--- src/rtl/tmr_pre_pkg.sv ---
package tmr_pre_pkg;

    typedef enum logic [1:0] {
        SRC_CLK  = 2'b00,
        SRC_PIN  = 2'b01,
        SRC_RSV2 = 2'b10,
        SRC_RSV3 = 2'b11
    } pre_src_e;

    typedef enum logic {
        ST_IDLE  = 1'b0,
        ST_COUNT = 1'b1
    } pre_state_e;

endpackage

--- src/rtl/pre_cfg_reg.sv ---
module pre_cfg_reg #(
    parameter int REG_W = 24,
    parameter int PL_W  = 21,
    parameter int SRC_W = 2
) (
    input  logic             clk,
    input  logic             rst_n,
    input  logic             wr_en_i,
    input  logic [REG_W-1:0] wdata_i,
    output logic [PL_W-1:0]  preload_o,
    output logic [SRC_W-1:0] src_o,
    output logic [REG_W-1:0] rdata_o
);
    localparam int FIELD_W = PL_W + SRC_W;
    localparam int RSV_W   = REG_W - FIELD_W;

    logic [PL_W-1:0]  pl_q;
    logic [SRC_W-1:0] src_q;
    logic             rsv_unused;

    assign rsv_unused = ^wdata_i[REG_W-1:FIELD_W];

    always_ff @(posedge clk or negedge rst_n) begin
        if (!rst_n) begin
            pl_q  <= '0;
            src_q <= '0;
        end else if (wr_en_i) begin
            pl_q  <= wdata_i[PL_W-1:0];
            src_q <= wdata_i[FIELD_W-1:PL_W];
        end
    end

    assign preload_o = pl_q;
    assign src_o     = src_q;
    assign rdata_o   = {{RSV_W{1'b0}}, src_q, pl_q};

    AST_CFG_HOLD: assert property (@(posedge clk) disable iff (!rst_n)
        !wr_en_i |=> $stable(rdata_o));

endmodule

--- src/rtl/pin_edge_sync.sv ---
module pin_edge_sync #(
    parameter int STAGES = 2
) (
    input  logic clk,
    input  logic rst_n,
    input  logic pin_i,
    output logic tick_o
);
    logic [STAGES:0] sh_q;

    always_ff @(posedge clk or negedge rst_n) begin
        if (!rst_n) sh_q <= '0;
        else        sh_q <= {sh_q[STAGES-1:0], pin_i};
    end

    assign tick_o = sh_q[STAGES-1] & ~sh_q[STAGES];

    AST_TICK_SINGLE: assert property (@(posedge clk) disable iff (!rst_n)
        tick_o |=> !tick_o);

endmodule

--- src/rtl/pre_count_fsm.sv ---
module pre_count_fsm
    import tmr_pre_pkg::*;
#(
    parameter int CW = 21
) (
    input  logic          clk,
    input  logic          rst_n,
    input  logic          active_i,
    input  logic          tick_i,
    input  logic [CW-1:0] preload_i,
    output logic          pulse_o
);
    pre_state_e    state_q, state_d;
    logic [CW-1:0] cnt_q;
    logic          pulse_q;

    always_comb begin
        state_d = state_q;
        unique case (state_q)
            ST_IDLE:  if (active_i)  state_d = ST_COUNT;
            ST_COUNT: if (!active_i) state_d = ST_IDLE;
            default:  state_d = ST_IDLE;
        endcase
    end

    always_ff @(posedge clk or negedge rst_n) begin
        if (!rst_n) state_q <= ST_IDLE;
        else        state_q <= state_d;
    end

    always_ff @(posedge clk or negedge rst_n) begin
        if (!rst_n) begin
            cnt_q   <= '0;
            pulse_q <= 1'b0;
        end else begin
            pulse_q <= 1'b0;
            unique case (state_q)
                ST_IDLE: begin
                    if (active_i) cnt_q <= preload_i;
                end
                ST_COUNT: begin
                    if (active_i && tick_i) begin
                        if (cnt_q == '0) begin
                            cnt_q   <= preload_i;
                            pulse_q <= 1'b1;
                        end else begin
                            cnt_q <= cnt_q - 1'b1;
                        end
                    end
                end
                default: cnt_q <= cnt_q;
            endcase
        end
    end

    assign pulse_o = pulse_q;

    AST_PULSE_NEEDS_ACTIVE: assert property (@(posedge clk) disable iff (!rst_n)
        pulse_q |-> $past(active_i));
    AST_LOAD_ON_ARM: assert property (@(posedge clk) disable iff (!rst_n)
        (state_q == ST_IDLE && active_i) |=> (cnt_q == $past(preload_i)));
    AST_HOLD_NO_TICK: assert property (@(posedge clk) disable iff (!rst_n)
        (state_q == ST_COUNT && !tick_i) |=> $stable(cnt_q));
    AST_IDLE_NO_PULSE: assert property (@(posedge clk) disable iff (!rst_n)
        (state_q == ST_IDLE) |=> !pulse_q);

endmodule

--- src/rtl/tmr_prescaler.sv ---
module tmr_prescaler
    import tmr_pre_pkg::*;
#(
    parameter int N_TMR  = 3,
    parameter int REG_W  = 24,
    parameter int PL_W   = 21,
    parameter int SRC_W  = 2,
    parameter int STAGES = 2
) (
    input  logic             clk,
    input  logic             rst_n,
    input  logic             reg_wr_en,
    input  logic [REG_W-1:0] reg_wdata,
    output logic [REG_W-1:0] reg_rdata,
    input  logic [N_TMR-1:0] tmr_en,
    input  logic [N_TMR-1:0] tmr_use_pre,
    input  logic             ext_pin,
    output logic             pre_pulse
);
    logic [PL_W-1:0]  preload;
    logic [SRC_W-1:0] src_sel;
    logic [N_TMR-1:0] want;
    logic             active;
    logic             pin_tick;
    logic             tick;

    for (genvar i = 0; i < N_TMR; i++) begin : g_want
        assign want[i] = tmr_en[i] & tmr_use_pre[i];
    end
    assign active = |want;

    pre_cfg_reg #(.REG_W(REG_W), .PL_W(PL_W), .SRC_W(SRC_W)) u_cfg (
        .clk       (clk),
        .rst_n     (rst_n),
        .wr_en_i   (reg_wr_en),
        .wdata_i   (reg_wdata),
        .preload_o (preload),
        .src_o     (src_sel),
        .rdata_o   (reg_rdata)
    );

    pin_edge_sync #(.STAGES(STAGES)) u_sync (
        .clk    (clk),
        .rst_n  (rst_n),
        .pin_i  (ext_pin),
        .tick_o (pin_tick)
    );

    always_comb begin
        unique case (pre_src_e'(src_sel))
            SRC_PIN: tick = pin_tick;
            default: tick = 1'b1;
        endcase
    end

    pre_count_fsm #(.CW(PL_W)) u_fsm (
        .clk       (clk),
        .rst_n     (rst_n),
        .active_i  (active),
        .tick_i    (tick),
        .preload_i (preload),
        .pulse_o   (pre_pulse)
    );

    AST_NO_PULSE_UNARMED: assert property (@(posedge clk) disable iff (!rst_n)
        !active |=> !pre_pulse);
    AST_RSV_READS_ZERO: assert property (@(posedge clk) disable iff (!rst_n)
        $rose(reg_wr_en) |=> (reg_rdata[REG_W-1] == 1'b0));

endmodule

--- config.mk ---
export PLATFORM = sky130hd
export DESIGN_NAME = tmr_prescaler
export DESIGN_NICKNAME = d
export VERILOG_FILES = /design/src/rtl/tmr_pre_pkg.sv /design/src/rtl/pre_cfg_reg.sv /design/src/rtl/pin_edge_sync.sv /design/src/rtl/pre_count_fsm.sv /design/src/rtl/tmr_prescaler.sv
export SDC_FILE = /design/constraint.sdc
export NUM_CORES = 1
export LEC_CHECK = 0
export BUFFER_PORTS_ARGS = -buffer_cell sky130_fd_sc_hd__buf_2
export CORE_MARGIN = 3
export CORE_UTILIZATION = 53
export DETAILED_ROUTE_END_ITERATION = 10
export GPL_TIMING_DRIVEN = 1
export PLACE_DENSITY_LB_ADDON = 0.12
export SKIP_CTS_REPAIR_TIMING = 1
export SYNTH_ARGS = -nofsm -noshare
export SYNTH_HDL_FRONTEND = slang
export SYNTH_SLANG_ARGS = --single-unit
--- constraint.sdc ---
create_clock -name clk -period 3.3 [get_ports clk]
set_input_delay 0.495 -clock clk [delete_from_list [all_inputs] [get_ports clk]]
set_output_delay 0.495 -clock clk [all_outputs]
set_load 0.02 [all_outputs]
**Yosys cells after proc, flatten, opt, wreduce, memory -nomap -nowiden**

Cells that the tools add are included.

- Add/subtract/negate cells: 1
- Multipliers: 0
- Shift-type cells: 0
- $lt $le $gt $ge: 0
- Equality and inequality tests: 3
- Bitwise gates (word level): 6
- Mux-type cells: 9
- Reduce and logical (&&, ||, !) cells: 4
- Div/mod/pow operators: 0

Operator list:

| operator | number |
|---|---|
| two-way mux 21 bit | 3 |
| case mux 21 bit (2 select lines) | 1 |
| zero test 21 bit | 1 |
| subtractor 21 x 1 -> 21 bit (second input constant) | 1 |
| two-way mux 1 bit | 5 |
| AND 1 bit | 4 |
| OR reduction 3 bit | 1 |
| equality test 2 x 1 -> 1 bit (second input constant) | 1 |
| inequality test 2 x 1 -> 1 bit (second input constant) | 1 |
| inequality test 2 bit (second input constant) | 1 |
| inverter 1 bit | 2 |
| AND reduction 2 bit | 1 |
| logical AND 1 bit | 1 |

- Latch bits: 0
- ROM bits: 0
- Bits of input ports: 34
- Bits in writable memories: 0
- Output and inout bits: 25
- Word-level logic and storage cells: 29
- Memories: 0
- Register bits after elaboration: 49

**Logic depth before layout (Yosys ltp)**

Gate-level depths: netlist (run 1).

- Depth in word-level cells: 6
- Depth in mapped cells: 9
- Depth with buffers taken out: 7

**By module**

A second synthesis (run 1) with hierarchy kept.

- Cells, all modules: 252
- Area, all modules: 2693.8 sq um

Modules (own cells, without submodules):

| module | area an instance (sq um) | sequential area each (sq um) | times used | cells each |
|---|---|---|---|---|
| pre_count_fsm | 1541.5 | 575.6 | 1 | 172 |
| pre_cfg_reg | 1041.0 | 575.6 | 1 | 73 |
| pin_edge_sync | 88.8 | 75.1 | 1 | 4 |
| tmr_prescaler | 22.5 | 0.0 | 1 | 3 |

**Least setup slack after synthesis (run 1)**

OpenSTA, ideal clock, no wires.

- Path type: register -> register
- Start point: register u_fsm.cnt_q[9]
- End point: register u_fsm.cnt_q[12]
- Cell stages (with the launch flop): 8
- Library setup time: 0.126 ns
- Path buffers: 3
- Clock period less this slack: 2.301 ns
- Required time: 3.174 ns
- Data arrival time: 2.175 ns
- Slack: 0.999 ns
- Cells stage by stage: dfrtp_1 or4_4 buf_6 or3_4 o21a_1 buf_6 buf_6 a221o_1

- Word-level cells in the longest chain between the ends: 4
- Elaborated cells on any way between the ends: 5
- Those cells by class: 1 x add/sub; 3 x mux; 1 x reduce/logical

Ends and longest elaborated chain:

| element | RTL line | RTL |
|---|---|---|
| from (decl) | pre_count_fsm.sv:14 | `logic [CW-1:0] cnt_q;` |
| from (signal assigned) | pre_count_fsm.sv:39 | `if (active_i) cnt_q <= preload_i;` |
| from (signal assigned) | pre_count_fsm.sv:44 | `cnt_q <= preload_i;` |
| from (signal assigned) | pre_count_fsm.sv:47 | `cnt_q <= cnt_q - 1'b1;` |
| subtractor 21 x 1 -> 21 bit or zero test 21 bit (tied branches) | pre_count_fsm.sv:47, pre_count_fsm.sv:43 |  |
| two-way mux 21 bit (*) | pre_count_fsm.sv:43 | `if (cnt_q == '0) begin` |
| two-way mux 21 bit (*) | pre_count_fsm.sv:42 | `if (active_i && tick_i) begin` |
| case mux 21 bit (2 select lines) (*) | pre_count_fsm.sv:37 | `unique case (state_q)` |

Mark *: on every way between the ends. The rest lies on a longest branch, timed or not. The select of a mux whose other input is x is not followed.
A chain may end at the register's enable or synchronous reset.

**Worst setup path after layout (run 1)**

Ends and elaborated chain as after synthesis.

==> results.json, run 1 <==
{
  "status": "completed",
  "initial_utilization_pct": 55.9,
  "grt-ovfl-total": 0,
  "crit_fanout": 8,
  "grt_pass1_vias": 1835,
  "rows": 24,
  "ys_seq_area_share_pct": 49.3,
  "io_buffers": 56,
  "synth_nets": 265,
  "fill_cells": 381,
  "holdPathStages": 1,
  "syn_to_final_growth_pct": 15.9,
  "period_share_pct": 80.3,
  "cp_data_arrival_time_ps": 2840,
  "synthCells": 229,
  "numCtsBuffers": 5,
  "place_ws_ps": 687,
  "finalSetupTns_ps": 0,
  "dp_cells": 326,
  "h-tree-depth": 2,
  "cts_tree": "yes",
  "drive_gt1_share_pct": 34.8,
  "fin_cells": 334,
  "first_pass_iters": 4,
  "critPathKind": "flop to flop",
  "synth_edf_count": 0,
  "cts_buffer_depth": 2,
  "max_slew_margin_pct": 27.4,
  "grt_usage_pct": 20.6,
  "hold_viol_final": 0,
  "slew_violations": 0,
  "p_total_mw": 1.71,
  "nets": 317,
  "start_kind": "flop",
  "clkLatencyLatePin_ps": 300,
  "setup_ws_ps": 650,
  "coreArea_um2": 4440,
  "crit_path_end_kind": "flop",
  "num_vias": 2023,
  "tightest_slew_ps": 1090,
  "reg2reg_to": "u_fsm.cnt_q[12]$_DFFE_PN0P_",
  "power.density_nw_per_um2": 595,
  "path_cells": "or4_4, or3_4, o21ai_1, buf_4, o21ai_0, a221o_1",
  "fmax_mhz": 377,
  "syn-cell-area_um2": 2490,
  "grt_pass1_wl_mm": 8.86,
  "slowest_delay_ps": 580,
  "die_x_um": 74.5,
  "root_buffer": "clkbuf_8",
  "min_path_type": "input pin to flop",
  "gp_congestion": 0.796,
  "leakagePower_nw": 1.26,
  "synthFlopType": "dfrtp_1",
  "finClkSkew_ps": 3.23,
  "fin_util_pct": 64.8,
  "yosysWarnings": 0,
  "die_area_um2": 5550,
  "hpwl_mm": 3.72,
  "drc_errors": 0,
  "vdd_drop_max_uv": 332,
  "r2r_slack_ps": 650,
  "wl_per_cell_um": 16.1,
  "ys_ff_latch": 49,
  "vias_per_cell": 6.06,
  "num_antenna_cells": 0,
  "hold_end": "u_sync.sh_q[0]$_DFF_PN0_",
  "period_needed_ps": 2650,
  "synth_area_per_cell_um2": 10.9,
  "cts_sinks": 49,
  "die_y_um": 74.5,
  "grt_antenna_before_repair": 0,
  "initialDrtViolationCount": 161,
  "drt-total-wl_mm": 5.39,
  "grt_max_degree": 50,
  "io_pins": 59,
  "ant_nets": 0,
  "crit_required_ps": 3490,
  "crit-reg2reg-launch": "u_fsm.cnt_q[9]$_DFFE_PN0P_",
  "finalSetupViolCount": 0,
  "min_from": "ext_pin",
  "synthArstFlopShare_pct": 100,
  "maxCapViolations": 0,
  "rsz0062_at_grt": "no",
  "synth_cell_type_count": 45,
  "reg2reg_depth": 6,
  "slowest_stage": "or4_4",
  "clkTransAtPathRegs_ps": 90
}
[cells in the final DEF, fill, tap and decap left out, types with 3 or more instances in the layout]
master	n
a21oi_1	11
a22oi_1	3
a2bb2oi_1	11
and3_1	3
buf_2	56
buf_4	5
clkbuf_8	6
dfrtp_1	49
inv_1	6
mux2_2	23
mux2i_1	8
nand2_1	17
nand3_1	9
nand4_1	3
nor2_1	7
nor3_1	7
nor4_1	8
o21ai_0	10
o22ai_1	4
or4_4	3
[state kept, by name, summed over array words and instances (netlist names)]
| name | cells |
|---|---|
| u_fsm.cnt_q | 21 |
| u_sync.sh_q | 3 |
| u_cfg.preload_o | 21 |
| u_fsm.pulse_o | 1 |
| u_fsm.state_q | 1 |
| u_cfg.src_o | 2 |
[worst max-delay path, delay by kind of cell (launching register included)]
kind                   cells  cell delay (ps)
buffers and inverters      1              230
AOI/OAI and AO/OA          3              870
and+or+nand+nor            2              990
DFF                        1              440
[metal layers]
layer  vias up  routed length [µm]  track usage (%)
li1        958                   -                -
met1       985                2420             27.3
met2        70                2580             34.1
met3        10                 311             3.38
met4         0                  80             7.11
met5         -                   0                0
[final cells by class]
| type | count | area [µm²] | share of cell area (%) |
|---|---|---|---|
| Clock buffer | 7 | 86.3 | 3.00 |
| Sequential cell | 49 | 1230 | 42.6 |
| Clock inverter | 1 | 30.0 | 1.04 |
| Tap cell | 52 | 65.1 | 2.26 |
| Inverter | 6 | 22.5 | 0.782 |
| Multi-Input combinational cell | 158 | 1130 | 39.3 |
| Timing Repair Buffer | 61 | 318 | 11.0 |
[stage by stage]
step | hold WS [ps] | cell area, µm²
floorplan | 199 | 2490
global placement | 332 | 2760
detailed placement | 362 | 2760
CTS | 289 | 2880
global route | 285 | 2880
finish | 292 | 2880
[power by group]
group          internal [mW]  total (mW)  switching (mW)
Sequential             0.713       0.854           0.141
Clock                  0.247       0.439           0.192
Combinational          0.197       0.421           0.224
Total                   1.16        1.71           0.557
[logic make-up after synthesis]
kind of cell	count (synthesis)	share of synthesized area (%)
simple gates	70	15.7
compound gates	54	15.0
flops	49	49.3
mux	31	13.6
buf+inv	22	5.13
fa+ha+maj	2	1.01
other cells	1	0.151
[worst max-delay path by stage]
stage	startpoint	endpoint	slack, ps	cells after the start
finish	u_fsm.cnt_q[9]$_DFFE_PN0P_	u_fsm.cnt_q[12]$_DFFE_PN0P_	650	6
global route	u_fsm.cnt_q[9]$_DFFE_PN0P_	u_fsm.cnt_q[14]$_DFFE_PN0P_	510	5
global placement	u_fsm.cnt_q[9]$_DFFE_PN0P_	u_fsm.cnt_q[12]$_DFFE_PN0P_	720	6
CTS	u_fsm.cnt_q[9]$_DFFE_PN0P_	u_fsm.cnt_q[12]$_DFFE_PN0P_	660	6
floorplan	u_fsm.cnt_q[9]$_DFFE_PN0P_	u_fsm.cnt_q[12]$_DFFE_PN0P_	1000	7
detailed placement	u_fsm.cnt_q[9]$_DFFE_PN0P_	u_fsm.cnt_q[3]$_DFFE_PN0P_	690	5
[Yosys cell counts, types with 2 or more instances]
master | n | area [µm²]
dfrtp_1 | 49 | 1230
mux2_2 | 23 | 259
nand2_1 | 17 | 63.8
a21oi_1 | 11 | 55.1
a2bb2oi_1 | 11 | 96.3
o21ai_0 | 10 | 50.1
nand3_1 | 9 | 45.0
mux2i_1 | 8 | 80.1
nor4_1 | 8 | 50.1
nor2_1 | 7 | 26.3
nor3_1 | 7 | 35.0
clkbuf_1 | 6 | 22.5
inv_1 | 6 | 22.5
buf_6 | 5 | 56.3
o22ai_1 | 4 | 25.0
a22oi_1 | 3 | 22.5
and3_1 | 3 | 18.8
buf_2 | 3 | 15.0
nand4_1 | 3 | 18.8
or4_4 | 3 | 33.8
a221o_1 | 2 | 20.0
ha_1 | 2 | 25.0
nor2b_1 | 2 | 12.5
nor3b_1 | 2 | 15.0
o211ai_1 | 2 | 15.0
o2bb2ai_1 | 2 | 17.5
o311ai_0 | 2 | 17.5
or3_1 | 2 | 12.5
Power figures use the tool's default switching activity.
==> run 2: changes to the inputs <==
- CORE_UTILIZATION: 53 -> 48
- clock period: 3.3 -> 2.3 ns (I/O delays scaled with it)
==> results.json, run 2 (synthesis results as in run 1) <==
{
  "status": "completed",
  "clkTransAtPathRegs_ps": 90,
  "fin_area_um2": 3130,
  "period_share_pct": 97.3,
  "wl_per_cell_um": 14.5,
  "slew_violations": 0,
  "fill_cells": 416,
  "cts_buffer_depth": 2,
  "cp_data_arrival_time_ps": 2420,
  "multi_input_area_um2": 1170,
  "reg2reg_depth": 6,
  "leakagePower_nw": 1.38,
  "drc_errors": 0,
  "grt_pass1_wl_mm": 9.13,
  "regArea_um2": 1230,
  "finClkSkew_ps": 5.35,
  "drive_gt1_share_pct": 42.1,
  "crit_fanout": 9,
  "finalSetupViolCount": 0,
  "grt_pass1_vias": 1970,
  "numCtsBuffers": 5,
  "grt_usage_pct": 18.5,
  "die_x_um": 78.0,
  "setup_ws_ps": 63.0,
  "detailed_place.area_um2": 2980,
  "nets": 339,
  "syn_to_final_growth_pct": 25.8,
  "drt-total-wl_mm": 5.39,
  "crit_required_ps": 2480,
  "vias_per_cell": 5.47,
  "place_ws_ps": 45.2,
  "max_slew_margin_pct": 62.0,
  "die_y_um": 78.0,
  "initialDrtViolationCount": 76,
  "clkLatencyLatePin_ps": 290,
  "grt_max_degree": 27,
  "fmax_mhz": 447,
  "root_buffer": "clkbuf_8",
  "num_antenna_cells": 0,
  "period_needed_ps": 2240,
  "grt_antenna_before_repair": 0,
  "io_pins": 59,
  "crit-reg2reg-launch": "u_fsm.cnt_q[11]$_DFFE_PN0P_",
  "first_pass_iters": 4,
  "cts_tree": "yes",
  "grt-ovfl-total": 0,
  "ant_nets": 0,
  "maxCapViolations": 0,
  "critPathKind": "flop to flop",
  "hpwl_mm": 3.91,
  "cts_sinks": 49,
  "final_common_cell": "buf_2",
  "power.density_nw_per_um2": 785,
  "reg2reg_to": "u_fsm.cnt_q[5]$_DFFE_PN0P_",
  "initial_utilization_pct": 51.3,
  "io_buffers": 56,
  "final_cell_mix": "56 x buf_2, 49 x dfrtp_1, 23 x mux2_2, 22 x buf_4, 17 x nand2_1",
  "r2r_slack_ps": 60,
  "min_path_type": "input pin to async pin",
  "tightest_slew_ps": 570,
  "hold_viol_final": 0,
  "coreArea_um2": 4850,
  "num_vias": 2031,
  "start_kind": "flop",
  "rows": 25,
  "die_area_um2": 6080,
  "gp_congestion": 0.787,
  "vdd_drop_max_uv": 470,
  "crit_path_end_kind": "flop",
  "h-tree-depth": 2
}
[run 2: cell types whose count changed in the layout (fill, tap and decap cells not counted), moves of 2 or more]
cell	delta
buf_4	+17
buf_12	+3
a21oi_1	-2
a21oi_2	+2
clkinv_2	+2
o21ai_0	-2
[run 2: worst max path at each step]
stage | startpoint | endpoint | slack (ps) | depth (start not counted)
2_1_floorplan | u_fsm.cnt_q[9]$_DFFE_PN0P_ | u_fsm.cnt_q[12]$_DFFE_PN0P_ | 9 | 7
3_3_place_gp | u_fsm.cnt_q[11]$_DFFE_PN0P_ | u_fsm.cnt_q[5]$_DFFE_PN0P_ | 70 | 6
3_5_place_dp | u_fsm.cnt_q[11]$_DFFE_PN0P_ | u_fsm.cnt_q[12]$_DFFE_PN0P_ | 50 | 6
4_1_cts | u_fsm.cnt_q[11]$_DFFE_PN0P_ | u_fsm.cnt_q[12]$_DFFE_PN0P_ | 30 | 6
5_1_grt | u_fsm.cnt_q[11]$_DFFE_PN0P_ | u_fsm.cnt_q[15]$_DFFE_PN0P_ | -2 | 5
6_report | u_fsm.cnt_q[11]$_DFFE_PN0P_ | u_fsm.cnt_q[5]$_DFFE_PN0P_ | 60 | 6
[run 2: routing by layer]
layer	global-route usage [%]	part of all wire, %	vias to the layer above
met5	0	0	-
met4	4.02	0.52	0
met1	26.0	48	989
met2	29.8	48	37
li1	-	-	1003
met3	3.71	3.3	2
[run 2: worst max-delay path: stages (launching register included)]
cell	delay, ps
dfrtp_1	390
or4_4	550
or3_4	350
buf_4	150
o21a_4	220
buf_12	140
a221o_1	310
[run 2: final cells by class]
type | count | area share, %
flip-flops and latches | 49 | 39.2
clock inverters | 2 | 0.320
clock buffers | 6 | 2.32
multi-input cells | 158 | 37.4
well taps | 67 | 2.68
repair buffers | 83 | 17.3
inverters | 6 | 0.720
[run 2: report_power, final]
group | internal [mW] | leakage [nW] | total (mW) | switching [mW]
logic | 0.400 | 0.764 | 0.818 | 0.417
clock network | 0.211 | 0.0450 | 0.478 | 0.267
registers | 1.02 | 0.571 | 1.16 | 0.134
[run 2: per-stage QoR]
| step | hold slack (ps) | cells | utilization [%] | setup TNS, ps | total power, mW |
|---|---|---|---|---|---|
| final | 47.3 | 371 | 64.5 | 0 | 2.45 |
| after global routing | 75.7 | 371 | 64.5 | -2.30 | 2.62 |
| after CTS | 67.1 | 370 | 63.1 | 0 | 2.45 |
| after detailed placement | 349 | 362 | 61.4 | 0 | 1.96 |
| after global placement | 336 | 362 | 61.4 | 0 | 1.94 |
| after floorplan | 49.4 | 229 | - | 0 | 1.65 |
